File: src/rtl/lct_pkg.sv
package lct_pkg;
    localparam int REG_W  = 32;
    localparam int ADR_W  = 12;
    localparam int VEC_W  = 8;

    localparam logic [ADR_W-1:0] OFS_ENTRY = 12'h320;
    localparam logic [ADR_W-1:0] OFS_START = 12'h380;
    localparam logic [ADR_W-1:0] OFS_LIVE  = 12'h390;
    localparam logic [ADR_W-1:0] OFS_DIV   = 12'h3E0;

    typedef enum logic [1:0] {
        BASE_RAW = 2'b00,
        BASE_ALT = 2'b01,
        BASE_DIV = 2'b10,
        BASE_OFF = 2'b11
    } tick_base_e;

    typedef struct packed {
        tick_base_e       base;
        logic             periodic;
        logic             mask;
        logic [VEC_W-1:0] vector;
    } entry_t;

    localparam entry_t ENTRY_RST = '{base: BASE_RAW, periodic: 1'b0,
                                     mask: 1'b1, vector: '0};
endpackage

File: src/rtl/lct_prescaler.sv
module lct_prescaler #(
    parameter int PRE_W = 7
) (
    input  logic       clk,
    input  logic       rst_n,
    input  logic       restart,
    input  logic [3:0] div_code,
    output logic       tick
);
    localparam int SEL_W = $clog2(PRE_W + 1);

    typedef struct packed {
        logic [PRE_W-1:0] phase;
    } pre_state_t;

    pre_state_t      st_d, st_q;
    logic [SEL_W-1:0] shift;
    logic [PRE_W:0]   span;
    logic [PRE_W-1:0] mask_w;

    always_comb begin
        // split code: bits {3,1,0} plus one give log2 of the divisor, wrapping to /1
        shift  = SEL_W'({div_code[3], div_code[1:0]}) + SEL_W'(1);
        span   = (PRE_W+1)'(1) << shift;
        mask_w = PRE_W'(span - (PRE_W+1)'(1));
        tick   = (st_q.phase & mask_w) == mask_w;
        st_d   = st_q;
        if (restart) st_d.phase = '0;
        else         st_d.phase = st_q.phase + PRE_W'(1);
    end

    always_ff @(posedge clk) begin
        if (!rst_n) st_q <= '0;
        else        st_q <= st_d;
    end
endmodule

File: src/rtl/lct_regs.sv
module lct_regs
    import lct_pkg::*;
#(
    parameter int CNT_W = 32
) (
    input  logic             clk,
    input  logic             rst_n,
    input  logic             bus_sel,
    input  logic             bus_wr,
    input  logic [ADR_W-1:0] bus_addr,
    input  logic [REG_W-1:0] bus_wdata,
    output logic [REG_W-1:0] bus_rdata,
    input  logic [CNT_W-1:0] live_count,
    output entry_t           entry,
    output logic [CNT_W-1:0] start_val,
    output logic [3:0]       div_code,
    output logic             start_wr
);
    typedef struct packed {
        entry_t           entry;
        logic [CNT_W-1:0] start;
        logic [3:0]       div;
    } reg_state_t;

    reg_state_t rs_d, rs_q;
    logic       wr;

    always_comb begin
        wr       = bus_sel && bus_wr;
        start_wr = wr && (bus_addr == OFS_START);
        rs_d     = rs_q;
        if (wr && bus_addr == OFS_ENTRY) begin
            rs_d.entry.vector   = bus_wdata[7:0];
            rs_d.entry.mask     = bus_wdata[16];
            rs_d.entry.periodic = bus_wdata[17];
            rs_d.entry.base     = tick_base_e'(bus_wdata[19:18]);
        end
        if (start_wr)
            rs_d.start = bus_wdata[CNT_W-1:0];
        if (wr && bus_addr == OFS_DIV)
            rs_d.div = {bus_wdata[3], 1'b0, bus_wdata[1:0]};

        case (bus_addr)
            OFS_ENTRY: bus_rdata = {12'h0, rs_q.entry.base, rs_q.entry.periodic,
                                    rs_q.entry.mask, 8'h0, rs_q.entry.vector};
            OFS_START: bus_rdata = REG_W'(rs_q.start);
            OFS_LIVE:  bus_rdata = REG_W'(live_count);
            OFS_DIV:   bus_rdata = {28'h0, rs_q.div};
            default:   bus_rdata = '0;
        endcase
    end

    always_ff @(posedge clk) begin
        if (!rst_n) begin
            rs_q.entry <= ENTRY_RST;
            rs_q.start <= '0;
            rs_q.div   <= '0;
        end else begin
            rs_q <= rs_d;
        end
    end

    assign entry     = rs_q.entry;
    assign start_val = rs_q.start;
    assign div_code  = rs_q.div;
endmodule

File: src/rtl/lct_counter.sv
module lct_counter
    import lct_pkg::*;
#(
    parameter int CNT_W = 32
) (
    input  logic             clk,
    input  logic             rst_n,
    input  logic             tick,
    input  logic             start_wr,
    input  logic [CNT_W-1:0] start_new,
    input  logic [CNT_W-1:0] reload_val,
    input  entry_t           entry,
    output logic [CNT_W-1:0] count,
    output logic             running,
    output logic             irq_pulse,
    output logic [VEC_W-1:0] irq_vector
);
    typedef struct packed {
        logic [CNT_W-1:0] count;
        logic             run;
        logic             pulse;
        logic [VEC_W-1:0] vec;
    } cnt_state_t;

    cnt_state_t cs_d, cs_q;

    always_comb begin
        cs_d       = cs_q;
        cs_d.pulse = 1'b0;
        cs_d.vec   = '0;
        if (start_wr) begin
            cs_d.count = start_new;
            cs_d.run   = start_new != '0;
        end else if (cs_q.run) begin
            if (cs_q.count == '0) begin
                // only a periodic run reaches here still armed
                cs_d.count = reload_val;
            end else if (tick) begin
                cs_d.count = cs_q.count - CNT_W'(1);
                if (cs_q.count == CNT_W'(1)) begin
                    cs_d.run   = entry.periodic;
                    cs_d.pulse = !entry.mask;
                    cs_d.vec   = entry.mask ? '0 : entry.vector;
                end
            end
        end
    end

    always_ff @(posedge clk) begin
        if (!rst_n) cs_q <= '0;
        else        cs_q <= cs_d;
    end

    assign count      = cs_q.count;
    assign running    = cs_q.run;
    assign irq_pulse  = cs_q.pulse;
    assign irq_vector = cs_q.vec;
endmodule

File: src/rtl/irq_countdown_timer.sv
module irq_countdown_timer
    import lct_pkg::*;
#(
    parameter int CNT_W = 32,
    parameter int PRE_W = 7
) (
    input  logic        clk,
    input  logic        rst_n,
    input  logic        bus_sel,
    input  logic        bus_wr,
    input  logic [11:0] bus_addr,
    input  logic [31:0] bus_wdata,
    output logic [31:0] bus_rdata,
    input  logic        alt_tick,
    output logic        irq_pulse,
    output logic [7:0]  irq_vector
);
    entry_t           entry;
    logic [CNT_W-1:0] start_val;
    logic [CNT_W-1:0] cur_count;
    logic [3:0]       div_code;
    logic             start_wr;
    logic             div_tick;
    logic             tick_sel;
    logic             running;
    logic             mask_on;

    lct_regs #(.CNT_W(CNT_W)) u_regs (
        .clk(clk), .rst_n(rst_n),
        .bus_sel(bus_sel), .bus_wr(bus_wr), .bus_addr(bus_addr),
        .bus_wdata(bus_wdata), .bus_rdata(bus_rdata),
        .live_count(cur_count), .entry(entry), .start_val(start_val),
        .div_code(div_code), .start_wr(start_wr)
    );

    lct_prescaler #(.PRE_W(PRE_W)) u_pre (
        .clk(clk), .rst_n(rst_n), .restart(start_wr),
        .div_code(div_code), .tick(div_tick)
    );

    always_comb begin
        case (entry.base)
            BASE_RAW: tick_sel = 1'b1;
            BASE_ALT: tick_sel = alt_tick;
            BASE_DIV: tick_sel = div_tick;
            default:  tick_sel = 1'b0;
        endcase
    end

    assign mask_on = entry.mask;

    lct_counter #(.CNT_W(CNT_W)) u_cnt (
        .clk(clk), .rst_n(rst_n), .tick(tick_sel),
        .start_wr(start_wr), .start_new(bus_wdata[CNT_W-1:0]),
        .reload_val(start_val), .entry(entry),
        .count(cur_count), .running(running),
        .irq_pulse(irq_pulse), .irq_vector(irq_vector)
    );
endmodule

File: config.mk
export PLATFORM = sky130hd
export DESIGN_NAME = irq_countdown_timer
export DESIGN_NICKNAME = d
export VERILOG_FILES = /design/src/rtl/lct_pkg.sv /design/src/rtl/lct_prescaler.sv /design/src/rtl/lct_regs.sv /design/src/rtl/lct_counter.sv /design/src/rtl/irq_countdown_timer.sv
export SDC_FILE = /design/constraint.sdc
export NUM_CORES = 1
export LEC_CHECK = 0
export ABC_AREA = 1
export BUFFER_PORTS_ARGS = -buffer_cell sky130_fd_sc_hd__buf_2
export CAP_MARGIN = 20
export CORE_MARGIN = 5
export CORE_UTILIZATION = 40
export DETAILED_ROUTE_END_ITERATION = 12
export PLACE_DENSITY = 0.7
export SYNTH_ARGS = -nofsm -noshare
export SYNTH_HDL_FRONTEND = slang
export SYNTH_SLANG_ARGS = --single-unit
File: constraint.sdc
create_clock -name clk -period 2.47 [get_ports clk]
set_input_delay 0.1235 -clock clk [delete_from_list [all_inputs] [get_ports clk]]
set_output_delay 0.1235 -clock clk [all_outputs]
set_load 0.05 [all_outputs]
==> flow_summary.yaml <==
global_routing:
  grt_pass1_wl_mm: 29.5
  grt_max_degree: 33
  grtUsageMet2: 0.339
  grt.met3_usage: 0.0438
  grt_util_met1: 0.299
  grt_overflow: 0
  grt_pass1_vias: 5726
  grt_busiest_layer: "met2"
  grt_usage: 0.221
  antenna_found_initial: 0
power_and_ir_drop:
  powerDensity_nw_per_um2: 461
  worst_ir_drop_vdd_mv: 0.358
  power.internal_mw: 2.32
  swShare: 0.246
  switchingPower_mw: 0.757
  power_leakage_nw: 3.28
  combPwrFrac: 0.044
  seqPwrFrac: 0.504
  clkPwrFrac: 0.452
  power_mw: 3.08
floorplanning:
  row_count: 44
  die_h_um: 130
  dieArea_um2: 17000
  core_area_um2: 14400
  fp.dieW_um: 130
  io_pins: 90
  start_util: 0.403
min_path:
  hold_class: "primary input to flip-flop"
  hold-path-endpoint: "u_cnt.count[13]"
  min_path_cells: 3
  hp-start: "bus_wdata[13]"
finish:
  layout_commonest_cell: "nand2_1"
  diodes: 0
  utilization: 0.465
  drive_gt1_frac: 0.160
  fillers: 1512
  multi_input_area_um2: 3160
  finalNetCount: 1041
  layout_common_cells: "nand2_1 (253), inv_1 (121), nor2_1 (101)"
  area_growth_syn_to_layout_pct: 15.4
  seq_area_um2: 1920
  design_area_um2: 6680
yosys:
  async_flop_share: 0
  syn_area_per_cell_um2: 6.40
  seq_area_frac_synth: 0.332
  yosys_register_bits: 96
  synth_edf_count: 0
  yosys_warnings: 0
  ys.flop_type: "dfxtp_1"
  netlist_area_um2: 5790
  synthCells: 905
  synth_cell_type_count: 40
  synth_nets: 959
sta:
  tightest_slew_ns: 0.712
  rsz0062_at_grt: "no"
  timing.fmax_mhz: 452
  final_hold_viol_count: 0
  skew_ns: 0.0122
  finalMaxSlewViolations: 0
  tns_ns: 0
  setup_viol: 0
  relSlewSlack: 0.524
  period_needed_ns: 2.21
  min_period_over_period: 0.895
critical_path:
  path_class: "flip-flop to flip-flop"
  crit_required_ns: 2.71
  endpoint_kind: "flip-flop"
  r2r_slack_ns: 0.26
  reg2reg_from: "u_regs.div_code[1]"
  reg2reg_to: "u_cnt.running"
  arrival_ns: 2.45
  crit_path_max_fanout: 17
  cp-start-kind: "flip-flop"
  rr_worst_depth: 14
clock_tree:
  root_buffer: "clkbuf_16"
  cts_resized: 0
  cts_tree: "built"
  clk_latency_ns: 0.37
  clk_pin_slew_ns: 0.07
  cts.sinks: 96
  cts_setup_buffers: 0
  cts_hold_buf: 0
  numCtsBuffers: 9
  cts_buffer_depth: 2
  htreeDepth: 3
drt:
  routed_via_density: 5.21
  dr.first_iter.drc_count: 366
  firstDrtPassIters: 5
  wirelength_mm: 18.2
  drcViolationCount: 0
  vias: 6130
  drt-wirelength-per-cell_um: 15.5
  antenna_left: 0
placed_design:
  postPlaceCellArea_um2: 6390
  gp_congestion: 0.983
  portBuffers: 89
  dp_hpwl_mm: 13.5
job:
  drv_cap: 0
outcome:
  status: "completed"
-- sequential cells by signal (all words and copies together) (netlist names) --
register	cells
u_cnt.running	1
u_regs.start_val	32
u_cnt.count	32
u_regs.entry	12
u_cnt.irq_pulse	1
u_cnt.irq_vector	8
u_pre.st_q	7
u_regs.div_code	3
-- per-stage QoR --
stage	hold slack [ns]	worst slack [ns]	instances
6_report	0.0312	0.260	1176
2_1_floorplan	0.278	0.472	905
3_3_place_gp	0.400	0.330	1160
5_1_grt	0.0672	0.0117	1176
3_5_place_dp	0.407	0.275	1160
4_1_cts	0.0274	0.255	1176
-- worst max-delay path, stage by stage, from the launching register on --
cell     delay (ns)
dfxtp_1        0.38
nand2_1        0.10
inv_2          0.07
nand2_2        0.06
ha_1           0.28
nor2_1         0.04
nor2_1         0.11
nand3_2        0.08
nor2_2         0.09
nand3_2        0.11
nand2_2        0.25
buf_12         0.20
nand2_2        0.06
o21ai_0        0.18
a21oi_1        0.08
-- cell type report --
| cell class | count | area share |
|---|---|---|
| Sequential cell | 96 | 0.288 |
| Clock buffer | 10 | 0.0358 |
| Multi-Input combinational cell | 645 | 0.474 |
| Clock inverter | 6 | 0.00768 |
| Inverter | 128 | 0.0723 |
| Tap cell | 184 | 0.0345 |
| Timing Repair Buffer | 107 | 0.0887 |
-- Yosys cell counts (all sizes together), types with 11 or more instances --
cell,number,area share
nand2,263,0.18
inv,127,0.083
nor2,110,0.076
dfxtp,96,0.33
nand3,66,0.060
a21oi,45,0.039
o21ai,45,0.040
o22ai,41,0.044
xor2,24,0.036
buf,21,0.029
clkbuf,15,0.0097
nor3,11,0.012
-- worst max path at each step --
stage,startpoint,endpoint,depth (start not counted)
2_1_floorplan,bus_addr[3],bus_rdata[11],7
3_3_place_gp,u_regs.div_code[1],u_cnt.running,14
3_5_place_dp,u_regs.div_code[1],u_cnt.running,14
4_1_cts,u_regs.div_code[1],u_cnt.running,14
5_1_grt,u_regs.div_code[1],u_cnt.count[12],19
6_report,u_regs.div_code[1],u_cnt.running,14
-- power groups by stage --
stage | sequential (mW) | combinational (mW) | clock [mW]
floorplan | 1.59 | 0.0554 | 0
global placement | 1.59 | 0.132 | 0
detailed placement | 1.59 | 0.132 | 0
CTS | 1.55 | 0.132 | 1.41
global route | 1.55 | 0.147 | 1.48
finish | 1.55 | 0.134 | 1.39
-- cell families (layout without fill, tap and decap cells) --
| family | count (synthesis) | count (layout) | share of synthesized area |
|---|---|---|---|
| fa+ha+maj | 5 | 5 | 0.0108 |
| flops | 96 | 96 | 0.332 |
| compound gates | 144 | 144 | 0.143 |
| simple gates | 472 | 472 | 0.356 |
| xor+xnor | 24 | 24 | 0.0363 |
| buf+inv | 164 | 251 | 0.122 |
-- routing by layer --
layer / routed length (um) / share of wire
met1: 8270 / 0.45
met2: 8140 / 0.45
met3: 1250 / 0.068
met4: 577 / 0.032
met5: 0 / 0
Power figures use the tool's default switching activity.
